[src/rtl/chop_pkg.sv]
package chop_pkg;
    typedef enum logic [1:0] {
        PH_ON   = 2'd0,
        PH_SLOW = 2'd1,
        PH_FAST = 2'd2
    } phase_e;

    // pattern bit positions: leg A high/low, leg B high/low
    localparam int G_HS_A = 0;
    localparam int G_LS_A = 1;
    localparam int G_HS_B = 2;
    localparam int G_LS_B = 3;
    localparam int N_GATE = 4;
    localparam int N_LEG  = 2;
endpackage

[src/rtl/chop_fsm.sv]
module chop_fsm
    import chop_pkg::*;
#(
    parameter int OFF_W   = 10,
    parameter int BLANK_W = 6
) (
    input  logic               clk,
    input  logic               rst_n,
    input  logic               kill,
    input  logic               trip,
    input  logic [OFF_W-1:0]   toff,
    input  logic [BLANK_W-1:0] blank,
    output phase_e             phase
);
    phase_e             phase_nx;
    logic [OFF_W-1:0]   rem;
    logic [OFF_W-1:0]   fast_len;
    logic [BLANK_W-1:0] blank_rem;
    logic [OFF_W+2:0]   prod5;
    logic [OFF_W-1:0]   slow_len;
    logic               rem_last;
    logic               blanked;

    assign prod5    = {3'b000, toff} + {1'b0, toff, 2'b00};
    assign slow_len = prod5[OFF_W+2:3];
    assign rem_last = (rem <= OFF_W'(1));
    assign blanked  = (blank_rem != '0);

    always_comb begin
        phase_nx = phase;
        unique case (phase)
            PH_ON:   if (!blanked && trip) phase_nx = PH_SLOW;
            PH_SLOW: if (rem_last) phase_nx = PH_FAST;
            PH_FAST: if (rem_last) phase_nx = PH_ON;
            default: phase_nx = PH_ON;
        endcase
        if (kill) phase_nx = PH_ON;
    end

    always_ff @(posedge clk) begin
        if (!rst_n) phase <= PH_ON;
        else        phase <= phase_nx;
    end

    always_ff @(posedge clk) begin
        if (!rst_n) begin
            rem       <= '0;
            fast_len  <= '0;
            blank_rem <= '0;
        end else if (kill) begin
            rem       <= '0;
            blank_rem <= blank;
        end else begin
            unique case (phase)
                PH_ON: begin
                    if (blanked) begin
                        blank_rem <= blank_rem - BLANK_W'(1);
                    end else if (trip) begin
                        rem      <= slow_len;
                        fast_len <= toff - slow_len;
                    end
                end
                PH_SLOW: rem <= rem_last ? fast_len : rem - OFF_W'(1);
                PH_FAST: begin
                    if (rem_last) blank_rem <= blank;
                    else          rem <= rem - OFF_W'(1);
                end
                default: rem <= '0;
            endcase
        end
    end


    slow_to_fast_chk: assert property (@(posedge clk) disable iff (!rst_n)
        (phase == PH_SLOW && !kill) |=> (phase != PH_ON));

    fast_not_slow_chk: assert property (@(posedge clk) disable iff (!rst_n)
        (phase == PH_FAST && !kill) |=> (phase != PH_SLOW));

    blank_hold_chk: assert property (@(posedge clk) disable iff (!rst_n)
        (phase == PH_ON && blanked && !kill) |=> (phase == PH_ON));

    kill_home_chk: assert property (@(posedge clk) disable iff (!rst_n)
        kill |=> (phase == PH_ON));
endmodule

[src/rtl/gate_map.sv]
module gate_map
    import chop_pkg::*;
(
    input  phase_e            phase,
    input  logic [1:0]        dir_req,
    output logic [N_GATE-1:0] pattern
);
    logic fwd, rev;
    assign fwd = (dir_req == 2'b01);
    assign rev = (dir_req == 2'b10);

    always_comb begin
        pattern = '0;
        unique case (phase)
            PH_ON: begin
                pattern[G_HS_A] = fwd;
                pattern[G_LS_B] = fwd;
                pattern[G_LS_A] = rev;
                pattern[G_HS_B] = rev;
            end
            PH_SLOW: begin
                pattern[G_LS_A] = fwd | rev;
                pattern[G_LS_B] = fwd | rev;
            end
            PH_FAST: begin
                pattern[G_LS_A] = fwd;
                pattern[G_LS_B] = rev;
            end
            default: pattern = '0;
        endcase
    end
endmodule

[src/rtl/dead_time.sv]
module dead_time
    import chop_pkg::*;
#(
    parameter int DT_CYC = 5
) (
    input  logic              clk,
    input  logic              rst_n,
    input  logic              kill,
    input  logic [N_GATE-1:0] target,
    output logic [N_GATE-1:0] applied
);
    localparam int CW = $clog2(DT_CYC + 1);
    localparam logic [CW-1:0] DT_LOAD = CW'(DT_CYC - 1);

    logic [CW-1:0] gap;
    logic          drops;

    assign drops = |(applied & ~target);

    always_ff @(posedge clk) begin
        if (!rst_n) begin
            applied <= '0;
            gap     <= '0;
        end else if (kill) begin
            applied <= '0;
            gap     <= DT_LOAD;
        end else if (drops) begin
            applied <= applied & target;
            gap     <= DT_LOAD;
        end else if (gap != '0) begin
            gap <= gap - CW'(1);
        end else begin
            applied <= target;
        end
    end

    for (genvar g = 0; g < N_LEG; g++) begin : g_leg

        leg_no_shoot_chk: assert property (@(posedge clk) disable iff (!rst_n)
            !(applied[2*g] && applied[2*g+1]));
    end

    if (DT_CYC >= 2) begin : g_gap

        turn_on_gap_chk: assert property (@(posedge clk) disable iff (!rst_n)
            ((applied & ~$past(applied)) != '0) |->
            (($past(applied) & ~$past(applied, 2)) == '0 &&
             ($past(applied, 2) & ~$past(applied)) == '0));
    end
endmodule

[src/rtl/bridge_chopper.sv]
module bridge_chopper
    import chop_pkg::*;
#(
    parameter int OFF_W   = 10,
    parameter int BLANK_W = 6,
    parameter int DT_CYC  = 5
) (
    input  logic               clk,
    input  logic               rst_n,
    input  logic               kill,
    input  logic               trip,
    input  logic [1:0]         dir_req,
    input  logic [OFF_W-1:0]   toff,
    input  logic [BLANK_W-1:0] blank,
    output logic               hs_a,
    output logic               ls_a,
    output logic               hs_b,
    output logic               ls_b
);
    phase_e            phase;
    logic [N_GATE-1:0] target;
    logic [N_GATE-1:0] applied;
    logic [N_GATE-1:0] gates;
    logic              dir_off;

    chop_fsm #(.OFF_W(OFF_W), .BLANK_W(BLANK_W)) u_fsm (
        .clk(clk), .rst_n(rst_n), .kill(kill), .trip(trip),
        .toff(toff), .blank(blank), .phase(phase)
    );

    gate_map u_map (.phase(phase), .dir_req(dir_req), .pattern(target));

    dead_time #(.DT_CYC(DT_CYC)) u_dt (
        .clk(clk), .rst_n(rst_n), .kill(kill),
        .target(target), .applied(applied)
    );

    assign gates = applied & ~{N_GATE{kill}};
    assign hs_a  = gates[G_HS_A];
    assign ls_a  = gates[G_LS_A];
    assign hs_b  = gates[G_HS_B];
    assign ls_b  = gates[G_LS_B];

    assign dir_off = (dir_req == 2'b00) || (dir_req == 2'b11);


    dir_off_quiet_chk: assert property (@(posedge clk) disable iff (!rst_n)
        dir_off |=> (!dir_off || gates == '0));
endmodule

[config.mk]
export PLATFORM = sky130hd
export DESIGN_NAME = bridge_chopper
export DESIGN_NICKNAME = d
export VERILOG_FILES = /design/src/rtl/chop_pkg.sv /design/src/rtl/chop_fsm.sv /design/src/rtl/gate_map.sv /design/src/rtl/dead_time.sv /design/src/rtl/bridge_chopper.sv
export SDC_FILE = /design/constraint.sdc
export NUM_CORES = 1
export LEC_CHECK = 0
export ABC_AREA = 1
export BUFFER_PORTS_ARGS = -buffer_cell sky130_fd_sc_hd__buf_2
export CAP_MARGIN = 20
export CORE_MARGIN = 2
export CORE_UTILIZATION = 61
export CTS_CLUSTER_DIAMETER = 30
export CTS_CLUSTER_SIZE = 8
export DETAILED_ROUTE_END_ITERATION = 16
export HOLD_SLACK_MARGIN = 0.02
export PLACE_DENSITY = 0.83
export SYNTH_ARGS = -nofsm -noshare
export SYNTH_HDL_FRONTEND = slang
export SYNTH_HIERARCHICAL = 1
export SYNTH_SLANG_ARGS = --single-unit
[constraint.sdc]
create_clock -name clk -period 3.1 [get_ports clk]
set_input_delay 0.62 -clock clk [delete_from_list [all_inputs] [get_ports clk]]
set_output_delay 0.62 -clock clk [all_outputs]
set_load 0.03 [all_outputs]
==> results.md <==
- Status: finished, final reports clean
- Reg2Reg Depth: 9
- P per Cell Area: 478 nW/µm²
- Slew at the pin closest to its max-slew limit: 0.438 ns
- Pre-CTS setup slack: 0.0422 ns
- Final period util: 90.4%
- Synthesized area: 3000 µm²
- N_diodes: 0
- Largest net degree at the start of global routing: 19
- Num CTS Buffers: 5
- Clk sinks: 35
- Die width: 74.2 µm
- Initial DRC Count: 224
- Lkg Pwr: 1.68 nW
- Antenna Nets Post-Route: 0
- Post-Synthesis Cells: 483
- Clock transition at path regs: 0.06 ns
- Peak supply drop: 366 µV
- Grt ovf: 0
- Ports: 26
- Max Slew Vio Count: 0
- CP Capture Type: register
- Reg-to-reg slack, setup: 1.07 ns
- Wire length per cell: 12.2 µm
- DP HPWL: 5440 µm
- Final setup violation count: 0
- WHS Endpoint: u_fsm/fast_len[1]$_SDFFE_PN0P_
- Die height: 74.2 µm
- Fill cell count: 429
- Hold Vio Cnt, Final: 0
- Multi-input gate area: 2010 µm²
- Worst Path Max Fanout: 6
- CTS root buffer: clkbuf_8
- Port Buf Inserts: 25
- Skew-Pair Late Insertion Delay: 0.29 ns
- Worst Path Required: 3.28 ns
- Mapped Avg Cell Area: 6.22 µm²
- Primary FF master, synth: dfxtp_1
- Vias in the first global route: 2691
- HP Class: register to register
- Max-slew headroom: 70.7%
- Skew final: 0.00843 ns
- Maxcap violations: 0
- Vias per cell: 5.34
- Reg2Reg Launch Point: u_fsm/rem[0]$_SDFFE_PP0P_
- H-tree depth: 2
- Register area: 701 µm²
- Worst-case clock buffer depth: 2
- Final TNS setup: 0 ns
- DR DRC count: 0
- Final nets: 558
- Die area: 5500 µm²
- Worst EP arrival: 2.98 ns
- CTS hold repair buffers: 0
- Final min period: 2.80 ns
- Initial DRT Pass Iterations: 5
- Core area: 4720 µm²
- Final GP Congestion: 0.918
- Register bit total from synthesis: 35
- Core Util, Final: 68.8%
- RR Endpoint: u_fsm/rem[1]$_SDFFE_PP0P_
- Critical path class: primary input to register
- Post-synth ARST share: 0%
- Hold path depth: 2
- Post_cts resized: 0
- All-Layer GR Usage: 26.9%
- Hold Crit Start: u_fsm/fast_len[1]$_SDFFE_PN0P_
- Routed WL: 7020 µm
- Worst Slack Setup Final: 0.298 ns
- Via Count: 3075
- Fmax: 357 MHz
- CTS tree: done
- Starting density of the core: 63.6%
- Share of layout cells above drive strength 1: 10.8%
- Synthesized Nets: 531
- First-pass GRT wire length: 11600 µm
- Sequential area share after synthesis: 23.3%
- Area growth syn-to-layout: 8.21%
- Yosys cell types: 37
- Setup crit start kind: primary input
- Initial antenna violation count: 0
- Synth Warn #: 6
- RSZ-0062 raised after global routing: no
- FP Rows: 25
- Post-CTS Setup Bufs: 0
- Post-synth EDFFs: 0
-- worst max-delay path, cell delays in order --
cell and delay [ns]:
buf_2 0.14, inv_1 0.07, fa_1 0.41, inv_1 0.09, nand3_1 0.10, nand2_1 0.15, nand2_1 0.09, nand2_1 0.09
nand2_1 0.12, nand2_1 0.09, ha_1 0.29, nand2_1 0.13, inv_1 0.04, a21oi_1 0.14, nand3_1 0.11, nand3_1 0.08
nand2_1 0.05, o21bai_1 0.12, inv_1 0.05
-- through the flow --
stage / instances / hold WS [ns] / power (mW) / instance area (µm²)
2_1_floorplan: 483 / 0.431 / 1.10 / 3000
3_3_place_gp: 570 / 0.446 / 1.23 / 3180
3_5_place_dp: 570 / 0.451 / 1.25 / 3180
4_1_cts: 576 / 0.463 / 1.55 / 3250
5_1_grt: 576 / 0.501 / 1.68 / 3250
6_report: 576 / 0.461 / 1.55 / 3250
-- cell families (layout without fill, tap and decap cells) --
family | Yosys count | after routing | synth area share, %
DFF | 35 | 35 | 23.3
xor gates and xnor gates | 12 | 12 | 3.50
adders and majority gates | 26 | 26 | 11.3
buffers and inverters | 74 | 100 | 9.79
AOI/OAI and AO/OA | 85 | 85 | 15.2
and+or+nand+nor | 251 | 251 | 36.8
-- power breakdown --
group	internal, mW	switching, mW
sequential	0.498	0.0378
combinational	0.265	0.447
clock	0.150	0.155
total	0.913	0.640
-- worst max-delay path by stage --
stage | start | endpoint | slack [ns] | cells past startpoint
global route | toff[1] | u_fsm/fast_len[9]$_SDFFE_PN0P_ | 0.07 | 19
CTS | toff[1] | u_fsm/fast_len[9]$_SDFFE_PN0P_ | 0.33 | 19
global placement | toff[1] | u_fsm/fast_len[9]$_SDFFE_PN0P_ | 0.11 | 19
detailed placement | toff[1] | u_fsm/fast_len[9]$_SDFFE_PN0P_ | 0.04 | 19
floorplan | toff[4] | u_fsm/fast_len[9]$_SDFFE_PN0P_ | 0.52 | 15
finish | toff[1] | u_fsm/fast_len[9]$_SDFFE_PN0P_ | 0.30 | 19
-- layer usage --
metal | track usage [%] | vias up | share of wire (%)
met1 | 37.0 | 1388 | 48
met5 | 0 | - | 0
met2 | 44.6 | 74 | 47
met3 | 4.07 | 6 | 5.0
met4 | 5.86 | 0 | 0.80
li1 | - | 1607 | -
-- cell usage after synthesis, types with 2 or more instances --
library cell / count / area share (%)
nand3_1: 33 / 5.5
dfxtp_1: 35 / 23
nor2_2: 2 / 0.42
nand3b_1: 3 / 0.75
nand2_1: 143 / 18
o21ai_0: 18 / 3.0
ha_1: 24 / 10
o21bai_1: 6 / 1.5
o21ai_1: 9 / 1.5
inv_1: 61 / 7.6
a31oi_1: 5 / 1.0
o22ai_1: 2 / 0.42
nor2_4: 3 / 1.1
nor3_1: 4 / 0.67
inv_2: 7 / 0.88
nand4_1: 3 / 0.63
clkbuf_1: 2 / 0.25
a21oi_1: 42 / 7.0
nor2_1: 46 / 5.8
nand2_2: 5 / 1.0
or2_2: 3 / 0.63
xor2_1: 7 / 2.0
xnor2_1: 5 / 1.5
fa_1: 2 / 1.3
-- state kept, by name, summed over array words and instances (netlist names) --
| name | count |
|---|---|
| u_dt/applied | 4 |
| u_dt/gap | 3 |
| u_fsm/blank_rem | 6 |
| u_fsm/fast_len | 10 |
| u_fsm/phase | 2 |
| u_fsm/rem | 10 |
-- layout by cell type, fill, tap and decap left out, types with 5 or more instances in the layout --
master / count
a21oi_1: 42
a31oi_1: 5
buf_2: 25
clkbuf_8: 5
dfxtp_1: 35
ha_1: 24
inv_1: 61
inv_2: 7
nand2_1: 143
nand2_2: 5
nand3_1: 33
nor2_1: 46
o21ai_0: 18
o21ai_1: 9
o21bai_1: 6
xnor2_1: 5
xor2_1: 7
-- layout make-up --
| class | count | area share (%) |
|---|---|---|
| Sequential cell | 35 | 21.6 |
| Tap cell | 67 | 2.58 |
| Inverter | 69 | 7.97 |
| Multi-Input combinational cell | 374 | 61.8 |
| Clock buffer | 6 | 2.23 |
| Timing Repair Buffer | 25 | 3.85 |
Power figures use the tool's default switching activity.
